==> config.mk <==
export PLATFORM = sky130hd
export DESIGN_NAME = serial_ctl_port
export DESIGN_NICKNAME = d
export VERILOG_FILES = /design/src/rtl/sctl_pkg.sv /design/src/rtl/sp_sync_edge.sv /design/src/rtl/sp_shifter.sv /design/src/rtl/sp_status.sv /design/src/rtl/serial_ctl_port.sv
export SDC_FILE = /design/constraint.sdc
export NUM_CORES = 1
export LEC_CHECK = 0
export ABC_AREA = 1
export BUFFER_PORTS_ARGS = -buffer_cell sky130_fd_sc_hd__buf_2
export CORE_MARGIN = 8
export CORE_UTILIZATION = 56
export DETAILED_ROUTE_END_ITERATION = 8
export PLACE_DENSITY = 0.78
export SYNTH_ARGS = -nofsm -noshare
export SYNTH_HDL_FRONTEND = slang
export SYNTH_SLANG_ARGS = --single-unit
==> constraint.sdc <==
create_clock -name clk -period 1.76 [get_ports clk]
set_input_delay 0.264 -clock clk [delete_from_list [all_inputs] [get_ports clk]]
set_output_delay 0.264 -clock clk [all_outputs]
set_load 0.02 [all_outputs]
==> src/rtl/sctl_pkg.sv <==
package sctl_pkg;

  // Width of one serial transfer.
  localparam int unsigned WORD_W = 8;

  // Control word layout. The first field is bit 7, the first bit on the wire.
  typedef struct packed {
    logic slave;      // bit 7
    logic activate;   // bit 6
    logic loop_dig;   // bit 5
    logic loop_all;   // bit 4
    logic loop_b1;    // bit 3
    logic loop_b2;    // bit 2
    logic dgate;      // bit 1
    logic bswap;      // bit 0
  } ctrl_t;

  // Status word field positions.
  localparam int unsigned ST_LINE = 0;
  localparam int unsigned ST_SYNC = 1;
  localparam int unsigned ST_VIOL = 2;
  localparam int unsigned ST_ECHO = 3;  // lowest echoed control bit
  localparam int unsigned ECHO_W  = WORD_W - ST_ECHO;

  // Index of each host pin in the synchronizer vector.
  localparam int unsigned PIN_SCLK = 0;
  localparam int unsigned PIN_CSN  = 1;
  localparam int unsigned PIN_SDI  = 2;
  localparam int unsigned PIN_N    = 3;

endpackage

==> src/rtl/sp_sync_edge.sv <==
module sp_sync_edge #(
  parameter int unsigned N      = 3,
  parameter int unsigned STAGES = 2,
  parameter logic [N-1:0] RST_VAL = '0
) (
  input  logic         clk,
  input  logic         rst_n,
  input  logic [N-1:0] din,
  output logic [N-1:0] lvl,
  output logic [N-1:0] rise,
  output logic [N-1:0] fall
);

  for (genvar g = 0; g < N; g++) begin : g_pin
    // chain[STAGES-1] is the synchronized level; chain[STAGES] is one cycle older.
    logic [STAGES:0] chain;

    always_ff @(posedge clk or negedge rst_n) begin
      if (!rst_n) chain <= {(STAGES+1){RST_VAL[g]}};
      else        chain <= {chain[STAGES-1:0], din[g]};
    end

    assign lvl[g]  = chain[STAGES-1];
    assign rise[g] = chain[STAGES-1] & ~chain[STAGES];
    assign fall[g] = ~chain[STAGES-1] & chain[STAGES];
  end

endmodule

==> src/rtl/sp_shifter.sv <==
module sp_shifter
  import sctl_pkg::*;
(
  input  logic              clk,
  input  logic              rst_n,
  input  logic              act,        // chip select asserted (synchronized)
  input  logic              start,      // chip select falling
  input  logic              stop,       // chip select rising
  input  logic              clk_rise,
  input  logic              clk_fall,
  input  logic              sdi_bit,
  input  logic [WORD_W-1:0] status_word,
  output logic              sdo,
  output logic              sdo_oe,
  output logic [WORD_W-1:0] rx_word,
  output logic              commit,     // complete access ends this cycle
  output logic              first_edge  // first rising serial edge of an access
);

  localparam int unsigned CNT_W = $clog2(WORD_W + 1);
  localparam logic [CNT_W-1:0] FULL = CNT_W'(WORD_W);

  logic [CNT_W-1:0]  cnt_q;
  logic [WORD_W-1:0] tx_q;
  logic [WORD_W-1:0] rx_q;
  logic              oe_q;
  logic              take;
  logic              advance;

  assign take    = act && !start && clk_rise && (cnt_q != FULL);
  assign advance = act && !start && clk_fall && (cnt_q != '0) && (cnt_q != FULL);

  always_ff @(posedge clk or negedge rst_n) begin
    if (!rst_n) begin
      cnt_q <= '0;
      tx_q  <= '0;
      rx_q  <= '0;
    end else if (start) begin
      cnt_q <= '0;
      tx_q  <= status_word;
      rx_q  <= '0;
    end else begin
      if (take) begin
        rx_q  <= {rx_q[WORD_W-2:0], sdi_bit};
        cnt_q <= cnt_q + 1'b1;
      end
      if (advance) tx_q <= {tx_q[WORD_W-2:0], 1'b0};
    end
  end

  always_ff @(posedge clk or negedge rst_n) begin
    if (!rst_n)     oe_q <= 1'b0;
    else if (start) oe_q <= 1'b1;
    else if (stop)  oe_q <= 1'b0;
  end

  assign sdo        = tx_q[WORD_W-1];
  assign sdo_oe     = oe_q;
  assign rx_word    = rx_q;
  assign commit     = stop && (cnt_q == FULL);
  assign first_edge = act && !start && clk_rise && (cnt_q == '0);

  // the first captured bit lands in the lowest position and moves up later.
  assert_first_bit_R2: assert property (@(posedge clk) disable iff (!rst_n)
    first_edge |=> rx_q[0] == $past(sdi_bit));

  // the received byte holds still except on a rising serial edge or a new access.
  assert_rx_hold_R1: assert property (@(posedge clk) disable iff (!rst_n)
    (!clk_rise && !start) |=> $stable(rx_q));

  // the output driver turns off once chip select has risen.
  assert_oe_off_R10: assert property (@(posedge clk) disable iff (!rst_n)
    (stop && !start) |=> !sdo_oe);

  // the word presented at the start of an access is the status word of that cycle.
  assert_status_load_R6: assert property (@(posedge clk) disable iff (!rst_n)
    start |=> sdo == $past(status_word[WORD_W-1]));

endmodule

==> src/rtl/sp_status.sv <==
module sp_status
  import sctl_pkg::*;
(
  input  logic              clk,
  input  logic              rst_n,
  input  logic [ECHO_W-1:0] ctrl_echo,
  input  logic              sync_ok,
  input  logic              line_sig,
  input  logic              viol_pulse,
  input  logic              access_start,
  input  logic              first_edge,
  output logic [WORD_W-1:0] status_word,
  output logic              irq_n
);

  logic viol_q;
  logic sync_prev_q;
  logic line_prev_q;
  logic irq_q;
  logic changed;

  assign changed = (sync_ok != sync_prev_q) || (line_sig != line_prev_q);

  // Sticky violation flag: a new pulse wins over the clear from chip select.
  always_ff @(posedge clk or negedge rst_n) begin
    if (!rst_n)            viol_q <= 1'b0;
    else if (viol_pulse)   viol_q <= 1'b1;
    else if (access_start) viol_q <= 1'b0;
  end

  // Interrupt latch: a status change wins over the release by the first clock pulse.
  always_ff @(posedge clk or negedge rst_n) begin
    if (!rst_n) begin
      sync_prev_q <= 1'b0;
      line_prev_q <= 1'b0;
      irq_q       <= 1'b0;
    end else begin
      sync_prev_q <= sync_ok;
      line_prev_q <= line_sig;
      if (changed)         irq_q <= 1'b1;
      else if (first_edge) irq_q <= 1'b0;
    end
  end

  always_comb begin
    status_word                         = '0;
    status_word[WORD_W-1:ST_ECHO]       = ctrl_echo;
    status_word[ST_VIOL]                = viol_q;
    status_word[ST_SYNC]                = sync_ok;
    status_word[ST_LINE]                = line_sig;
  end

  assign irq_n = ~irq_q;

  // a violation pulse always leaves the flag set in the next cycle.
  assert_viol_set_R7: assert property (@(posedge clk) disable iff (!rst_n)
    viol_pulse |=> status_word[ST_VIOL]);

  // a violation alone never pulls the interrupt low.
  assert_viol_no_irq_R7: assert property (@(posedge clk) disable iff (!rst_n)
    ($past(rst_n) && viol_pulse && irq_n && $stable(sync_ok) && $stable(line_sig))
      |=> irq_n);

  // a change on either status input pulls the interrupt low.
  assert_irq_on_change_R8: assert property (@(posedge clk) disable iff (!rst_n)
    ($past(rst_n) && (!$stable(sync_ok) || !$stable(line_sig))) |=> !irq_n);

  // the interrupt is only released by the first clock pulse of an access.
  assert_irq_release_R9: assert property (@(posedge clk) disable iff (!rst_n)
    $rose(irq_n) |-> $past(first_edge));

endmodule

==> src/rtl/serial_ctl_port.sv <==
module serial_ctl_port
  import sctl_pkg::*;
#(
  parameter int unsigned SYNC_STAGES = 2
) (
  input  logic       clk,
  input  logic       rst_n,
  input  logic       sclk,
  input  logic       csn,
  input  logic       sdi,
  output logic       sdo,
  output logic       sdo_oe,
  input  logic       sync_ok,
  input  logic       line_sig,
  input  logic       viol_pulse,
  output logic [7:0] ctrl_word,
  output logic       slave_mode,
  output logic       activate,
  output logic       loop_digital,
  output logic       loop_line_all,
  output logic       loop_line_b1,
  output logic       loop_line_b2,
  output logic       dchan_gate_mode,
  output logic       b_swap,
  output logic       irq_n
);

  localparam logic [PIN_N-1:0] PIN_RST = PIN_N'(1) << PIN_CSN;

  logic [PIN_N-1:0]  pins;
  logic [PIN_N-1:0]  pin_lvl;
  logic [PIN_N-1:0]  pin_rise;
  logic [PIN_N-1:0]  pin_fall;
  logic              cs_act;
  logic              cs_start;
  logic              cs_stop;
  logic [WORD_W-1:0] status_word;
  logic [WORD_W-1:0] rx_word;
  logic              commit;
  logic              first_edge;
  ctrl_t             ctrl_q;

  always_comb begin
    pins           = '0;
    pins[PIN_SCLK] = sclk;
    pins[PIN_CSN]  = csn;
    pins[PIN_SDI]  = sdi;
  end

  sp_sync_edge #(
    .N      (PIN_N),
    .STAGES (SYNC_STAGES),
    .RST_VAL(PIN_RST)
  ) u_sync (
    .clk  (clk),
    .rst_n(rst_n),
    .din  (pins),
    .lvl  (pin_lvl),
    .rise (pin_rise),
    .fall (pin_fall)
  );

  assign cs_act   = ~pin_lvl[PIN_CSN];
  assign cs_start = pin_fall[PIN_CSN];
  assign cs_stop  = pin_rise[PIN_CSN];

  sp_shifter u_shift (
    .clk        (clk),
    .rst_n      (rst_n),
    .act        (cs_act),
    .start      (cs_start),
    .stop       (cs_stop),
    .clk_rise   (pin_rise[PIN_SCLK]),
    .clk_fall   (pin_fall[PIN_SCLK]),
    .sdi_bit    (pin_lvl[PIN_SDI]),
    .status_word(status_word),
    .sdo        (sdo),
    .sdo_oe     (sdo_oe),
    .rx_word    (rx_word),
    .commit     (commit),
    .first_edge (first_edge)
  );

  sp_status u_status (
    .clk         (clk),
    .rst_n       (rst_n),
    .ctrl_echo   (ctrl_q[WORD_W-1:ST_ECHO]),
    .sync_ok     (sync_ok),
    .line_sig    (line_sig),
    .viol_pulse  (viol_pulse),
    .access_start(cs_start),
    .first_edge  (first_edge),
    .status_word (status_word),
    .irq_n       (irq_n)
  );

  // Control register: loaded only when a complete access ends.
  always_ff @(posedge clk or negedge rst_n) begin
    if (!rst_n)      ctrl_q <= '0;
    else if (commit) ctrl_q <= ctrl_t'(rx_word);
  end

  assign ctrl_word       = ctrl_q;
  assign slave_mode      = ctrl_q.slave;
  assign activate        = ctrl_q.activate;
  assign loop_digital    = ctrl_q.loop_dig;
  assign loop_line_all   = ctrl_q.loop_all;
  assign loop_line_b1    = ctrl_q.loop_b1;
  assign loop_line_b2    = ctrl_q.loop_b2;
  assign dchan_gate_mode = ctrl_q.dgate;
  assign b_swap          = ctrl_q.bswap;

  // the control word cannot move in the middle of an access.
  assert_ctrl_hold_R4: assert property (@(posedge clk) disable iff (!rst_n)
    (cs_act && $past(cs_act)) |-> $stable(ctrl_q));

  // a change of the control word happens only just after chip select rises.
  assert_ctrl_on_stop_R3: assert property (@(posedge clk) disable iff (!rst_n)
    ($past(rst_n) && !$stable(ctrl_q)) |-> $past(cs_stop));

endmodule

Word level (Yosys, flattened, before mapping)
Cells that the tools add are included.
{"block": "op_classes", "n_bitwise": 9, "n_reduce_logical": 17, "mux": 12, "n_addsub": 1, "n_eq_ne": 4}
{"operator": "two-way mux 8 bit", "count": 4}
{"operator": "nonzero test 2 bit", "count": 5}
{"operator": "logical AND 1 bit", "count": 8}
{"operator": "two-way mux 4 bit", "count": 2}
{"operator": "two-way mux 1 bit", "count": 6}
{"operator": "NOT 1 bit", "count": 5}
{"operator": "adder 4 x 1 -> 4 bit (second input constant)", "count": 1}
{"operator": "AND 1 bit", "count": 4}
{"operator": "equality test 4 bit (second input constant)", "count": 1}
{"operator": "logical NOT 4 bit", "count": 1}
{"operator": "inequality test 4 bit (second input constant)", "count": 1}
{"operator": "nonzero test 4 bit", "count": 1}
{"operator": "inequality test 1 bit", "count": 2}
{"operator": "logical NOT 1 bit", "count": 1}
{"operator": "logical OR 1 bit", "count": 1}
{"block": "totals", "elab_cells": 62, "reg_bits": 41, "out_inout_bits": 19, "inputBits": 8}

Logic depth before layout (Yosys ltp)
{"block": "depth", "word_depth": 9, "ltp_mapped": 9, "depth_no_buf": 8}

Hierarchy
Synthesis repeated with hierarchy kept, for this count alone.
{"block": "hier_totals", "cells_unflattened": 217, "area_unflattened_um2": 1920.6}
{"module": "sp_shifter", "n_inst": 1, "cells_per_inst": 123, "area_each_um2": 1031.0, "seq_area_each_um2": 525.5}
{"module": "serial_ctl_port", "n_inst": 1, "cells_per_inst": 43, "area_each_um2": 369.1, "seq_area_each_um2": 200.2}
{"module": "sp_sync_edge", "n_inst": 1, "cells_per_inst": 24, "area_each_um2": 296.5, "seq_area_each_um2": 229.0}
{"module": "sp_status", "n_inst": 1, "cells_per_inst": 27, "area_each_um2": 224.0, "seq_area_each_um2": 100.1}

Least setup slack after synthesis
Ideal clock, no wire load.
{"block": "synth_timing", "path_type": "reg2reg", "startpoint": "reg u_sync.g_pin[1].chain[1]", "endpoint": "reg u_shift.tx_q[3]", "setup_ps": 116, "stages_incl_launch_ff": 9, "required_ps": 1644, "t_arrival_ps": 1343, "n_path_buf": 2, "slack_ps": 301, "period_less_slack_ps": 1459, "cell_sequence": "dfstp_2 > inv_1 > ha_1 > buf_6 > inv_2 > buf_4 > o21ai_0 > nand2_1 > nand2_1"}
{"block": "synth_between", "elab_chain_len": 8, "word_cells_on_any_way": 9, "cone_classes": "mux (1); bitwise (2); reduce/logical (6)"}
{"element": "from (decl)", "line_no": "sp_sync_edge.sv:16", "text": "logic [STAGES:0] chain;"}
{"element": "from (signal assigned)", "line_no": "sp_sync_edge.sv:19", "text": "if (!rst_n) chain <= {(STAGES+1){RST_VAL[g]}};"}
{"element": "from (signal assigned)", "line_no": "sp_sync_edge.sv:20", "text": "else chain <= {chain[STAGES-1:0], din[g]};"}
{"element": "NOT 1 bit (*)", "line_no": "sp_sync_edge.sv:25", "text": "assign fall[g] = ~chain[STAGES-1] & chain[STAGES];"}
{"element": "AND 1 bit (*)", "line_no": "sp_sync_edge.sv:25"}
{"element": "net u_shift.start", "line_no": "sp_shifter.sv:7", "text": "input logic start,"}
{"element": "logical NOT 1 bit", "line_no": "sp_shifter.sv:31", "text": "assign advance = act && !start && clk_fall && (cnt_q != '0) && (cnt_q != FULL);"}
{"element": "logical AND 1 bit (4 in series)", "line_no": "sp_shifter.sv:31"}
{"element": "nonzero test 2 bit (no line)"}
{"element": "to (signal assigned)", "line_no": "sp_shifter.sv:40", "text": "tx_q <= status_word;"}
{"element": "to (signal assigned)", "line_no": "sp_shifter.sv:47", "text": "if (advance) tx_q <= {tx_q[WORD_W-2:0], 1'b0};"}
{"element": "to (decl)", "line_no": "sp_shifter.sv:24", "text": "logic [WORD_W-1:0] tx_q;"}
The timed path passes the listed nets; every way through them passes the cells marked *.
A chain may end at the register's enable or synchronous reset.

Worst setup path in the final report
{"block": "layout_timing", "startpoint": "reg u_sync.g_pin[1].chain[1]", "endpoint": "reg u_shift.cnt_q[0]"}
{"block": "layout_between", "elab_chain_len": 7, "word_cells_on_any_way": 8, "cone_classes": "mux (1); bitwise (2); reduce/logical (5)"}
{"element": "NOT 1 bit (*)", "line_no": "sp_sync_edge.sv:25"}
{"element": "AND 1 bit (*)", "line_no": "sp_sync_edge.sv:25"}
{"element": "net u_shift.start", "line_no": "sp_shifter.sv:7"}
{"element": "logical NOT 1 bit", "line_no": "sp_shifter.sv:30", "text": "assign take = act && !start && clk_rise && (cnt_q != FULL);"}
{"element": "logical AND 1 bit (3 in series)", "line_no": "sp_shifter.sv:30"}
{"element": "nonzero test 2 bit (no line)"}
{"element": "to (signal assigned)", "line_no": "sp_shifter.sv:45", "text": "cnt_q <= cnt_q + 1'b1;"}
{"element": "to (decl)", "line_no": "sp_shifter.sv:23", "text": "logic [CNT_W-1:0] cnt_q;"}
Marked as above.

==> results.md <==
* Status: complete, no violations
* Synth top area share at 50.6%
* Reg2reg path depth at 6
* Setup bufs post-CTS at 0
* CTS sink cnt at 41
* Gr usage total at 13.5%
* Sequential element share of the synthesized area at 54.8%
* Synth cell types at 22
* DRC Markers at 0
* Sequential cell area at just over 1000 µm²
* Clock insertion delay at the later pin of the skew report at 0.35 ns
* F_max at 0.641 GHz
* Buffers & Inverters on Critical Path at 3
* H-tree depth at 2
* Max-slew headroom at between 60% and 70%
* DR WL/cell at 11.6 µm
* Synth area leaders: dfrtp_1 51%, nand2_1 14%, dfstp_2 4.2%, o21ai_0 3.7%, buf_4 3.6%
* DR vias/cell at 4.76
* Crit end category: flip-flop
* Mapped Cells at 201
* Dpl hpwl at approximately 2.3 mm
* Sum Neg Setup Slack at 0 ns
* Yosys warnings at 0
* Critical path depth at 6
* Post-synthesis xor/xnor area fraction at 0.933%
* # IOs at 27
* Post-route ant nets at 0
* WL final at 3.18 mm
* IO buf count at 26
* Diode count at 0
* Starting Density at a little under three fifths
* Vias at approximately 1300
* # setup viols final at 0
* Post-synthesis async set-or-reset flop share at 100%
* Commonest cells in the netlist: 72 x nand2_1, 38 x dfrtp_1, 18 x inv_1, 14 x o21ai_0, 11 x nand3_1
* RSZ-0062 raised after global routing: false
* Post-synth EDFFs at 0
* Tcrit/Tclk final at about nine tenths
* P per Cell Area at 825 nW/µm²
* DRT Pass-1 Iters at 4
* Synth Area in Compound Gates at under 10%
* CP max FO at 19
* Multiplexer share of the synthesized area at 0%
* Die footprint at 5460 µm²
* Arrival @ worst endpoint at 1.82 ns
* Synth Flop Type: dfrtp_1
* Worst Hold Path Cells at 1
* Power consumption at 0.00173 W
* Remaining Overflow, GRT at 0
* Syn avg cell area at 9.34 µm²
* Num CTS Buffers at 5
* Least-Margin Pin Slew at 0.481 ns
* Synthesis-to-layout area growth at 11.4%
* Pin count of the biggest net entering global routing at 42
* Synthesized flop and latch total at 41
* Max VDD drop at 0.000512 V
* Core Util, Final at 63.7%
* Site Rows at 21
* Buffer depth of the longest clock path at 2
* Area of the multi-input gates at 671 µm²
* Fillers at 288
* Hold Path Class: in2reg
* Startpoint types: flip-flop
* Worst Skew at 0.00836 ns
* Clk root buf: clkbuf_4
* Cell taking the most area after synthesis: dfrtp_1
* Minimum clock period at 1.56 ns
* Critical Path, Cell by Cell: inv_1, ha_1, inv_2, buf_4, nand3_2, o21ai_0
* Count leader, synth: nand2_1
* Max stage delay cell, worst path: dfstp_2
* Final Max Tran Viols at 0
* Die Wd at 73.9 µm
* Initial antenna violation count at 0
* Global-route wire length before repair at approximately 5.7 mm
* Final hold violation count at 0
* Number of max-cap violations at 0
* Vias in the first global route at 1279
* Placer Congestion at 0.778
* Nets at 241
* Slowest cell delay on critical path at 0.56 ns
* Kind of critical path: reg2reg
* Layout cells sized above 1 at 24.9%
* Iteration-0 DRC Markers at 63
* Simple-Gate Fraction of Synth Area at 24.3%
* Die height at 73.9 µm
* Required time of the critical path at roughly 2.0 ns
* Adder-Cell Fraction of Synth Area at under 10%
* Synthesized area at 1880 µm²
* Leakage at around 1.2 nW
* CTS tree: done
* Total core area at roughly 3300 µm²
* Main combinational cell family by area after synthesis: simple AND/OR/NAND/NOR gates
* Synth Net Count at 214
* Worst-path clk slew at 0.11 ns
* Crit-path leading delay family: flip-flops
[flip-flops by register name, summed over array words and instances (netlist names), 4 cells and up]
| register | count |
|---|---|
| u_shift.rx_word | 8 |
| u_sync.g_pin.chain | 8 |
| u_shift.tx_q | 8 |
| u_shift.cnt_q | 4 |
[metal layers]
metal | vias to the layer above | wire, µm | GRT usage [%]
li1 | 678 | - | -
met1 | 596 | 1440 | 16.7
met2 | 26 | 1450 | 20.7
met3 | 8 | 211 | 4.91
met4 | 0 | 74 | 5.54
met5 | - | 0 | 0
[cells by family after synthesis]
family | after synthesis
AO/OA/AOI/OAI | 22
buffers and inverters | 32
flip-flops | 41
adder cells (fa/ha/maj) | 5
XOR/XNOR | 2
AND/OR/NAND/NOR | 99
[worst reg2reg max path: stages, from the launching register on]
cell,delay [ns]
dfstp_2,0.56
inv_1,0.06
ha_1,0.21
inv_2,0.24
buf_4,0.23
nand3_2,0.08
o21ai_0,0.11
[metrics by stage]
stage	area, µm²	worst slack [ns]	cells	hold slack, ns
6_report	2090	0.199	275	0.0506
3_5_place_dp	1980	0.237	263	0.338
5_1_grt	2090	0.0963	275	0.0347
3_3_place_gp	1980	0.267	263	0.333
2_1_floorplan	1880	0.301	201	-0.0316
4_1_cts	2070	0.190	273	0.000624
[timing repair]
action,4_1_cts,5_1_grt
resized for setup,0,0
endpoints found under the hold margin,39,2
hold buffers,2,2
[cells in the final DEF, fill, tap and decap left out]
cell,Yosys,routed
inv_1,18,18
buf_2,1,26
xnor2_1,2,2
dlygate4sd3_1,0,4
nand4_1,3,3
nand3b_4,1,1
a21oi_1,1,1
nor2_4,4,4
or2_2,1,1
nor2_1,3,3
buf_4,9,3
clkbuf_8,0,2
nand3_1,11,11
o21ai_0,14,14
o21bai_1,1,1
clkinv_2,0,1
o21ai_2,6,6
inv_2,1,1
dfrtp_1,38,38
clkbuf_4,0,5
nand2_1,72,72
nand3_2,1,1
nor2_2,3,3
ha_1,5,5
dfstp_2,3,3
[power breakdown]
part / switching (W) / leakage (nW) / internal [W] / total (W)
Combinational: 0.000112 / 0.590 / 0.0000652 / 0.000177
Clock: 0.000288 / 0.0413 / 0.000232 / 0.000520
Sequential: 0.0000307 / 0.526 / 0.000998 / 0.00103
Total: 0.000431 / 1.16 / 0.00129 / 0.00173
[cell type report]
class	count	area share, %
clock inverters	1	0.239
clock buffers	7	3.11
flip-flops and latches	41	49.2
multi-input cells	128	32.1
well taps	46	2.75
repair buffers	33	9.21
inverters	19	3.41
[worst paths after layout]
path | from | to | slack (ns)
min in group asynchronous | rst_n | u_shift.tx_q[3] | 0.48
max reg2reg | u_sync.g_pin[1].chain[1] | u_shift.cnt_q[0] | 0.20
max in group asynchronous | rst_n | u_sync.g_pin[1].chain[1] | 0.91
min reg2reg | u_sync.g_pin[0].chain[0] | u_sync.g_pin[0].chain[1] | 0.36
min | sync_ok | u_status.sync_prev_q | 0.05
max | u_sync.g_pin[1].chain[1] | u_shift.cnt_q[0] | 0.20
(Power assumes the default switching activity.)
